==> src/rtl/tglram_pkg.sv <==
`timescale 1ns/1ps
package tglram_pkg;
   localparam int unsigned WORD_W = 32;
   typedef logic [WORD_W-1:0] word_t;
   typedef enum logic {ST_IDLE = 1'b0, ST_LOAD = 1'b1} ctrl_st_e;
endpackage

==> src/rtl/tglram_addr_map.sv <==
`timescale 1ns/1ps
// Byte address to word index, with alignment and range qualification.
module tglram_addr_map #(
   parameter int unsigned BA_W  = 16,
   parameter int unsigned BASE  = 256,
   parameter int unsigned DEPTH = 64,
   parameter int unsigned IDX_W = 6
) (
   input  logic [BA_W-1:0]  byte_addr_i,
   output logic [IDX_W-1:0] idx_o,
   output logic             ok_o
);
   localparam int unsigned       WA_W   = BA_W - 2;
   localparam logic [BA_W-1:0]   BASE_V = BA_W'(BASE);

   logic [BA_W-1:0] rel;
   logic            below;
   logic [WA_W-1:0] wrd;
   logic            aligned;
   logic            in_range;

   generate
      if (BASE == 0) begin : g_no_base
         assign rel   = byte_addr_i;
         assign below = 1'b0;
      end else begin : g_base
         assign rel   = byte_addr_i - BASE_V;
         assign below = (byte_addr_i < BASE_V);
      end
   endgenerate

   assign aligned  = (rel[1:0] == 2'b00);
   assign wrd      = rel[BA_W-1:2];
   assign in_range = (32'(wrd) < 32'(DEPTH));
   assign idx_o    = wrd[IDX_W-1:0];
   assign ok_o     = aligned && in_range && !below;
endmodule

==> src/rtl/tglram_mem.sv <==
`timescale 1ns/1ps
// Falling-edge word array; served once per inversion of the request bit.
module tglram_mem
   import tglram_pkg::*;
#(
   parameter int unsigned DEPTH = 64,
   parameter int unsigned IDX_W = 6
) (
   input  logic             clk,
   input  logic             rst_n,
   input  logic             req_i,
   input  logic             we_i,
   input  logic [IDX_W-1:0] idx_i,
   input  word_t            wdata_i,
   output word_t            rd_o,
   output logic             ack_o
);
   word_t arr [DEPTH];
   word_t rd_q;
   logic  ack_q;

   // Array only touched here so that a RAM is inferred.
   always_ff @(negedge clk or negedge rst_n) begin
      if (!rst_n) begin
         ack_q <= 1'b0;
         rd_q  <= '0;
      end else if (req_i != ack_q) begin
         if (we_i) arr[idx_i] <= wdata_i;
         else      rd_q       <= arr[idx_i];
         ack_q <= req_i;
      end
   end

   assign rd_o  = rd_q;
   assign ack_o = ack_q;

   // read register untouched on idle edges and on writes
   a_r7_rd_hold: assert property (@(negedge clk) disable iff (!rst_n)
      ((req_i == ack_q) || we_i) |=> $stable(rd_q));
endmodule

==> src/rtl/tglram_ctrl.sv <==
`timescale 1ns/1ps
// Rising-edge command controller posting toggle requests to the memory.
module tglram_ctrl
   import tglram_pkg::*;
#(
   parameter int unsigned BA_W  = 16,
   parameter int unsigned BASE  = 256,
   parameter int unsigned DEPTH = 64,
   parameter int unsigned IDX_W = 6
) (
   input  logic             clk,
   input  logic             rst_n,
   input  logic             cmd_valid_i,
   input  logic             cmd_write_i,
   input  logic [BA_W-1:0]  cmd_addr_i,
   input  word_t            cmd_wdata_i,
   output logic             cmd_ready_o,
   output logic             cmd_err_o,
   output logic             rsp_valid_o,
   output word_t            rsp_data_o,
   output logic             mem_req_o,
   output logic             mem_we_o,
   output logic [IDX_W-1:0] mem_idx_o,
   output word_t            mem_wdata_o,
   input  word_t            mem_rd_i
);
   ctrl_st_e         st_q;
   logic [IDX_W-1:0] idx;
   logic             ok;
   logic             take;

   tglram_addr_map #(.BA_W(BA_W), .BASE(BASE), .DEPTH(DEPTH), .IDX_W(IDX_W)) u_map (
      .byte_addr_i (cmd_addr_i),
      .idx_o       (idx),
      .ok_o        (ok)
   );

   assign cmd_ready_o = (st_q == ST_IDLE);
   assign take        = cmd_valid_i && cmd_ready_o;

   always_ff @(posedge clk or negedge rst_n) begin
      if (!rst_n) begin
         st_q        <= ST_IDLE;
         mem_req_o   <= 1'b0;
         mem_we_o    <= 1'b0;
         mem_idx_o   <= '0;
         mem_wdata_o <= '0;
         cmd_err_o   <= 1'b0;
         rsp_valid_o <= 1'b0;
         rsp_data_o  <= '0;
      end else begin
         cmd_err_o   <= 1'b0;
         rsp_valid_o <= 1'b0;
         unique case (st_q)
            ST_IDLE: begin
               if (take) begin
                  if (ok) begin
                     mem_idx_o <= idx;
                     mem_we_o  <= cmd_write_i;
                     if (cmd_write_i) mem_wdata_o <= cmd_wdata_i;
                     mem_req_o <= ~mem_req_o;
                     if (!cmd_write_i) st_q <= ST_LOAD;
                  end else begin
                     cmd_err_o <= 1'b1;
                  end
               end
            end
            ST_LOAD: begin
               rsp_data_o  <= mem_rd_i;
               rsp_valid_o <= 1'b1;
               st_q        <= ST_IDLE;
            end
            default: st_q <= ST_IDLE;
         endcase
      end
   end

   // a store posts its inversion and leaves the controller ready
   a_r2_store_one_cycle: assert property (@(posedge clk) disable iff (!rst_n)
      (take && ok && cmd_write_i) |=> (cmd_ready_o && (mem_req_o != $past(mem_req_o))));
   // load capture state is followed by the response pulse
   a_r3_load_resp: assert property (@(posedge clk) disable iff (!rst_n)
      (st_q == ST_LOAD) |=> (rsp_valid_o && cmd_ready_o));
   // refused command flags an error and posts nothing
   a_r5_bad_no_req: assert property (@(posedge clk) disable iff (!rst_n)
      (take && !ok) |=> (cmd_err_o && $stable(mem_req_o) && !rsp_valid_o));
   // response register moves only when a load completes
   a_r7_rsp_hold: assert property (@(posedge clk) disable iff (!rst_n)
      (st_q != ST_LOAD) |=> $stable(rsp_data_o));
endmodule

==> src/rtl/tglram_sys.sv <==
`timescale 1ns/1ps
module tglram_sys
   import tglram_pkg::*;
#(
   parameter int unsigned BA_W  = 16,
   parameter int unsigned BASE  = 256,
   parameter int unsigned DEPTH = 64
) (
   input  logic            clk,
   input  logic            rst_n,
   input  logic            cmd_valid,
   input  logic            cmd_write,
   input  logic [BA_W-1:0] cmd_addr,
   input  logic [31:0]     cmd_wdata,
   output logic            cmd_ready,
   output logic            cmd_err,
   output logic            rsp_valid,
   output logic [31:0]     rsp_data
);
   localparam int unsigned IDX_W = (DEPTH > 1) ? $clog2(DEPTH) : 1;

   generate
      if (DEPTH < 2) begin : g_chk_depth
         $error("tglram_sys: DEPTH must be at least 2");
      end
      if (BASE % 4 != 0) begin : g_chk_base
         $error("tglram_sys: BASE must be word aligned");
      end
      if (BA_W > 32 || BA_W < 3) begin : g_chk_baw
         $error("tglram_sys: BA_W must lie in 3..32");
      end
      if (IDX_W > BA_W - 2) begin : g_chk_idx
         $error("tglram_sys: BA_W too narrow for DEPTH");
      end
      if (64'(BASE) + 64'(4) * 64'(DEPTH) > (64'(1) << BA_W)) begin : g_chk_span
         $error("tglram_sys: window exceeds byte address space");
      end
   endgenerate

   logic             req;
   logic             ack;
   logic             we;
   logic [IDX_W-1:0] idx;
   word_t            wdata;
   word_t            rd;

   tglram_ctrl #(.BA_W(BA_W), .BASE(BASE), .DEPTH(DEPTH), .IDX_W(IDX_W)) u_ctrl (
      .clk         (clk),
      .rst_n       (rst_n),
      .cmd_valid_i (cmd_valid),
      .cmd_write_i (cmd_write),
      .cmd_addr_i  (cmd_addr),
      .cmd_wdata_i (cmd_wdata),
      .cmd_ready_o (cmd_ready),
      .cmd_err_o   (cmd_err),
      .rsp_valid_o (rsp_valid),
      .rsp_data_o  (rsp_data),
      .mem_req_o   (req),
      .mem_we_o    (we),
      .mem_idx_o   (idx),
      .mem_wdata_o (wdata),
      .mem_rd_i    (rd)
   );

   tglram_mem #(.DEPTH(DEPTH), .IDX_W(IDX_W)) u_mem (
      .clk     (clk),
      .rst_n   (rst_n),
      .req_i   (req),
      .we_i    (we),
      .idx_i   (idx),
      .wdata_i (wdata),
      .rd_o    (rd),
      .ack_o   (ack)
   );

   // every inversion is served by the falling edge before the next rising edge
   a_r6_ack_caught_up: assert property (@(posedge clk) disable iff (!rst_n)
      req == ack);
   // nothing pending straight out of reset
   a_r1_reset_idle: assert property (@(posedge clk) disable iff (!rst_n)
      $rose(rst_n) |-> (!req && !ack));
endmodule

==> config.mk <==
export PLATFORM = sky130hd
export DESIGN_NAME = tglram_sys
export DESIGN_NICKNAME = d
export VERILOG_FILES = /design/src/rtl/tglram_pkg.sv /design/src/rtl/tglram_addr_map.sv /design/src/rtl/tglram_mem.sv /design/src/rtl/tglram_ctrl.sv /design/src/rtl/tglram_sys.sv
export SDC_FILE = /design/constraint.sdc
export NUM_CORES = 2
export LEC_CHECK = 0
export BUFFER_PORTS_ARGS = -buffer_cell sky130_fd_sc_hd__clkbuf_2
export CORE_ASPECT_RATIO = 0.7
export CORE_MARGIN = 8
export CORE_UTILIZATION = 24
export DETAILED_ROUTE_END_ITERATION = 12
export PLACE_DENSITY = 0.45
export SLEW_MARGIN = 40
export SYNTH_ARGS = -nofsm -noshare
export SYNTH_HDL_FRONTEND = slang
export SYNTH_SLANG_ARGS = --single-unit
export TNS_END_PERCENT = 20
==> constraint.sdc <==
create_clock -name clk -period 4 [get_ports clk]
set_input_delay 0.4 -clock clk [delete_from_list [all_inputs] [get_ports clk]]
set_output_delay 0.4 -clock clk [all_outputs]
set_load 0.02 [all_outputs]
==> reports/results.tsv <==
stage	metric	value	unit
global_routing	first_global_vias	60400	
logic_synthesis	synth_xor_area_frac	0.000214	
cells_and_area	nFillCells	32900	
global_routing	antenna_found_initial	33	
sta	setup_viol	2080	
logic_synthesis	synth-edff-count	2048	
logic_synthesis	muxShareOfSynthArea	0.102	
power	finalPower	0.0563	W
logic_synthesis	synth_area_leaders	edfxtp_1 75%, mux4_2 4.6%, mux2i_1 3.4%	
placed_design	gp_congestion	0.862	
critical_path	end_kind	register	
min_path	hold_path.class	in2async	
logic_synthesis	synth_area	0.0820	sq mm
routing	antenna_left	0	
routing	routedWlPerCell	28.5	um
sta	finClkSkew	0.0948	ns
clocking	cts_tree	built	
placed_design	portBuffers	86	
logic_synthesis	synth_simple_gate_area_frac	0.0201	
logic_synthesis	synth_adder_area_share	0	
logic_synthesis	synth_top_area_cell	edfxtp_1	
clocking	cts_sinks	2156	
sta	worstMarginPinSlew	0.889	ns
cells_and_area	drive_gt1_frac	0.304	
critical_path	critPathArrivalTime	3.66	ns
routing	drt_iter0_markers	7844	
clocking	ctsLongestPathBuffers	4	
power	leakagePower	51.7	nW
logic_synthesis	async_reset_ff_frac	0.0501	
routing	drc	0	
critical_path	worstPathRequired	2.70	ns
logic_synthesis	synth_compound_area_frac	0.0769	
run_status	status	finished, violations left	
logic_synthesis	ys.flop_type	edfxtp_1	
logic_synthesis	yosysTopAreaCellShare	0.750	
critical_path	cp_max_fo	4	
cells_and_area	area_delta_synth_final	46.4	%
clocking	root_buffer	clkbuf_16	
logic_synthesis	yosysUniqueCellTypes	63	
power	power.density	470	mW/mm^2
cells_and_area	fin_nets	7640	
sta	hold_viol_final	0	
global_routing	grt_usage	0.182	
logic_synthesis	ys_ff_latch	2156	
power	ir_worst_vdd	0.391	mV
cells_and_area	final_core_utilization	0.353	
die	fp.coreArea	0.340	sq mm
die	fp.dieH	505	um
sta	rsz0062_at_grt	yes	
die	rows	179	
sta	max_slew_margin	0.407	
logic_synthesis	synthCells	4288	
clocking	clk_pin_slew	0.07	ns
routing	dr.pass1.iters	8	
critical_path	crit_type	reg2reg	
routing	drt-total-wl	351	mm
die	io_pins	87	
global_routing	grt-ovfl-total	0	
logic_synthesis	yosysWarnings	0	
die	die_area	0.361	sq mm
logic_synthesis	ys_seq_area_frac	0.783	
logic_synthesis	synth_top_family_by_area	multiplexers	
routing	vias	59300	
critical_path	worstSetupStartpointType	register	
routing	viasPerCell	4.82	
die	start_util	0.241	
run_status	violations	negative setup slack	
placed_design	dp_worst_setup_slack	-1.25	ns
sta	setup_ws	-0.957	ns
logic_synthesis	syn_area_per_cell	19.1	sq um
global_routing	grt_max_degree	66	
sta	slew_viol_final	0	
clocking	htreeDepth	4	
die	die_x	715	um
global_routing	grt_pass1_wl	460	mm
job	drv_cap	0	
critical_path	rr_worst_depth	11	
logic_synthesis	synthesis.nets	4340	
placed_design	dp_hpwl	220	mm
clocking	numCtsBuffers	229	
clocking	insertion_delay	0.93	ns
==> sequential cells by signal, indices dropped and copies added, names as in the netlist <==
register,cells
u_mem.arr,2048
u_ctrl.st_q,1
u_mem.ack_o,1
u_ctrl.rsp_valid_o,1
u_ctrl.mem_we_o,1
u_ctrl.mem_wdata_o,32
u_ctrl.rsp_data_o,32
u_ctrl.mem_req_o,1
u_ctrl.cmd_err_o,1
u_ctrl.mem_idx_o,6
u_mem.rd_o,32
==> critical path, cell delays in order (launching register included) <==
cell and delay (ns):
dfrtp_4 0.54, buf_12 0.15, buf_6 0.10, nor2b_4 0.13
buf_12 0.13, buf_6 0.11, a221oi_2 0.23, nor2_1 0.11
o21ai_2 0.37, buf_4 0.19, nand4_1 0.24, o32a_1 0.42
==> cells by family (layout without fill, tap and decap cells) <==
logic type      Yosys count  after routing
buf+inv                 295           3769
other cells               0             11
mux                     606            606
compound gates          852            852
simple gates            377            378
flops                  2156           2156
xor+xnor                  2              2
==> cells in the mapped netlist (3+ instances only) <==
cell and instances:
nand4_1 14, nor2b_1 9, a221oi_1 290, a31oi_1 12
edfxtp_1 2048, o22a_1 8, buf_4 28, inv_1 5
a221o_1 8, o21ai_0 113, buf_1 18, o221ai_1 6
and3_1 7, dfrtp_1 75, o211ai_1 13, o21ai_1 5
a21oi_1 83, a22o_1 17, o22ai_1 84, nand2_1 63
o2111ai_1 13, mux2_2 161, o2bb2ai_1 9, a22oi_1 148
and2_1 4, nand3_1 32, nor4_1 4, a211oi_1 5
mux2i_1 277, buf_6 10, mux4_2 167, o32a_1 23
buf_2 120, nor3_1 18, nor2_1 205, nand2b_1 4
or2_2 4, nor3b_1 3, clkbuf_1 113, dfrtn_1 33
==> repair_timing <==
item,4_1_cts,5_1_grt
setup buffers,125,97
endpoints found under the hold margin,57,0
resized for setup,417,286
endpoints found under the setup margin,2080,2080
gates cloned,23,38
pin swaps,109,144
hold buffers,43,0
==> cell usage in the layout, fill, tap and decap left out, types with 31 or more instances in the layout <==
master and n:
mux4_2 167, a22oi_1 124, buf_6 99, a221oi_2 85, clkbuf_16 270, mux2_2 157, dfrtp_1 38, o22ai_1 65
nor2_1 123, edfxtp_1 2048, nor2_4 75, o21ai_1 38, buf_12 331, a221oi_1 184, inv_1 2088, mux2i_1 260
dlygate4sd3_1 43, nand2_1 46, dfrtp_2 33, dfrtn_1 33, clkinvlp_2 50, a21oi_1 67, o21ai_0 52, buf_8 31
buf_4 655, clkbuf_2 85
==> final cells by class <==
class                   instances  area, sq um  share of cell area
diodes                         11         27.5            0.000229
well taps                    4525         5660              0.0472
clock inverters              2207         9240              0.0770
clock buffers                 247         5960              0.0497
repair buffers               1311        15700               0.131
flip-flops and latches       2156        64300               0.536
multi-input cells            1838        19100               0.159
inverters                       4         40.0            0.000334
==> per-stage QoR <==
step,TNS (ns),cells,area (sq um),hold slack [ns]
3_3_place_gp,-1126.22,9533,97700,0.495
6_report,-1200.36,12300,120000,0.252
4_1_cts,-1119.85,12200,117000,0.203
5_1_grt,-1221.44,12300,120000,0.239
2_1_floorplan,-535.66,4288,82700,0.104
3_5_place_dp,-1163.35,9537,97700,0.500
==> power by group <==
group	internal, W	leakage (nW)	switching (W)
Clock	0.0152	14.6	0.0148
Sequential	0.0248	24.0	0.000390
Combinational	0.000555	13.1	0.000662
Total	0.0405	51.7	0.0158
==> worst paths after layout <==
check                                         endpoint  slack (ns)           startpoint
worst max-delay path                    u_mem.rd_o[27]       -0.96  u_ctrl.mem_idx_o[1]
worst min-delay path                   u_ctrl.mem_we_o        0.25                rst_n
worst max register to register          u_mem.rd_o[27]       -0.96  u_ctrl.mem_idx_o[1]
worst min register to register          u_mem.rd_o[23]        0.51       u_mem.rd_o[23]
max in group asynchronous                u_mem.rd_o[2]        0.57                rst_n
min in group clk                u_ctrl.mem_wdata_o[11]        0.30        cmd_wdata[11]
==> metal layers <==
metal  wire [um]  GRT usage  up-vias
met4        8600     0.0631        4
met2      145000      0.253     3420
met5          27          0        -
met1      155000      0.261    30800
met3       42500     0.0623      411
li1            -          -    24600
Power figures use the tool's default switching activity.
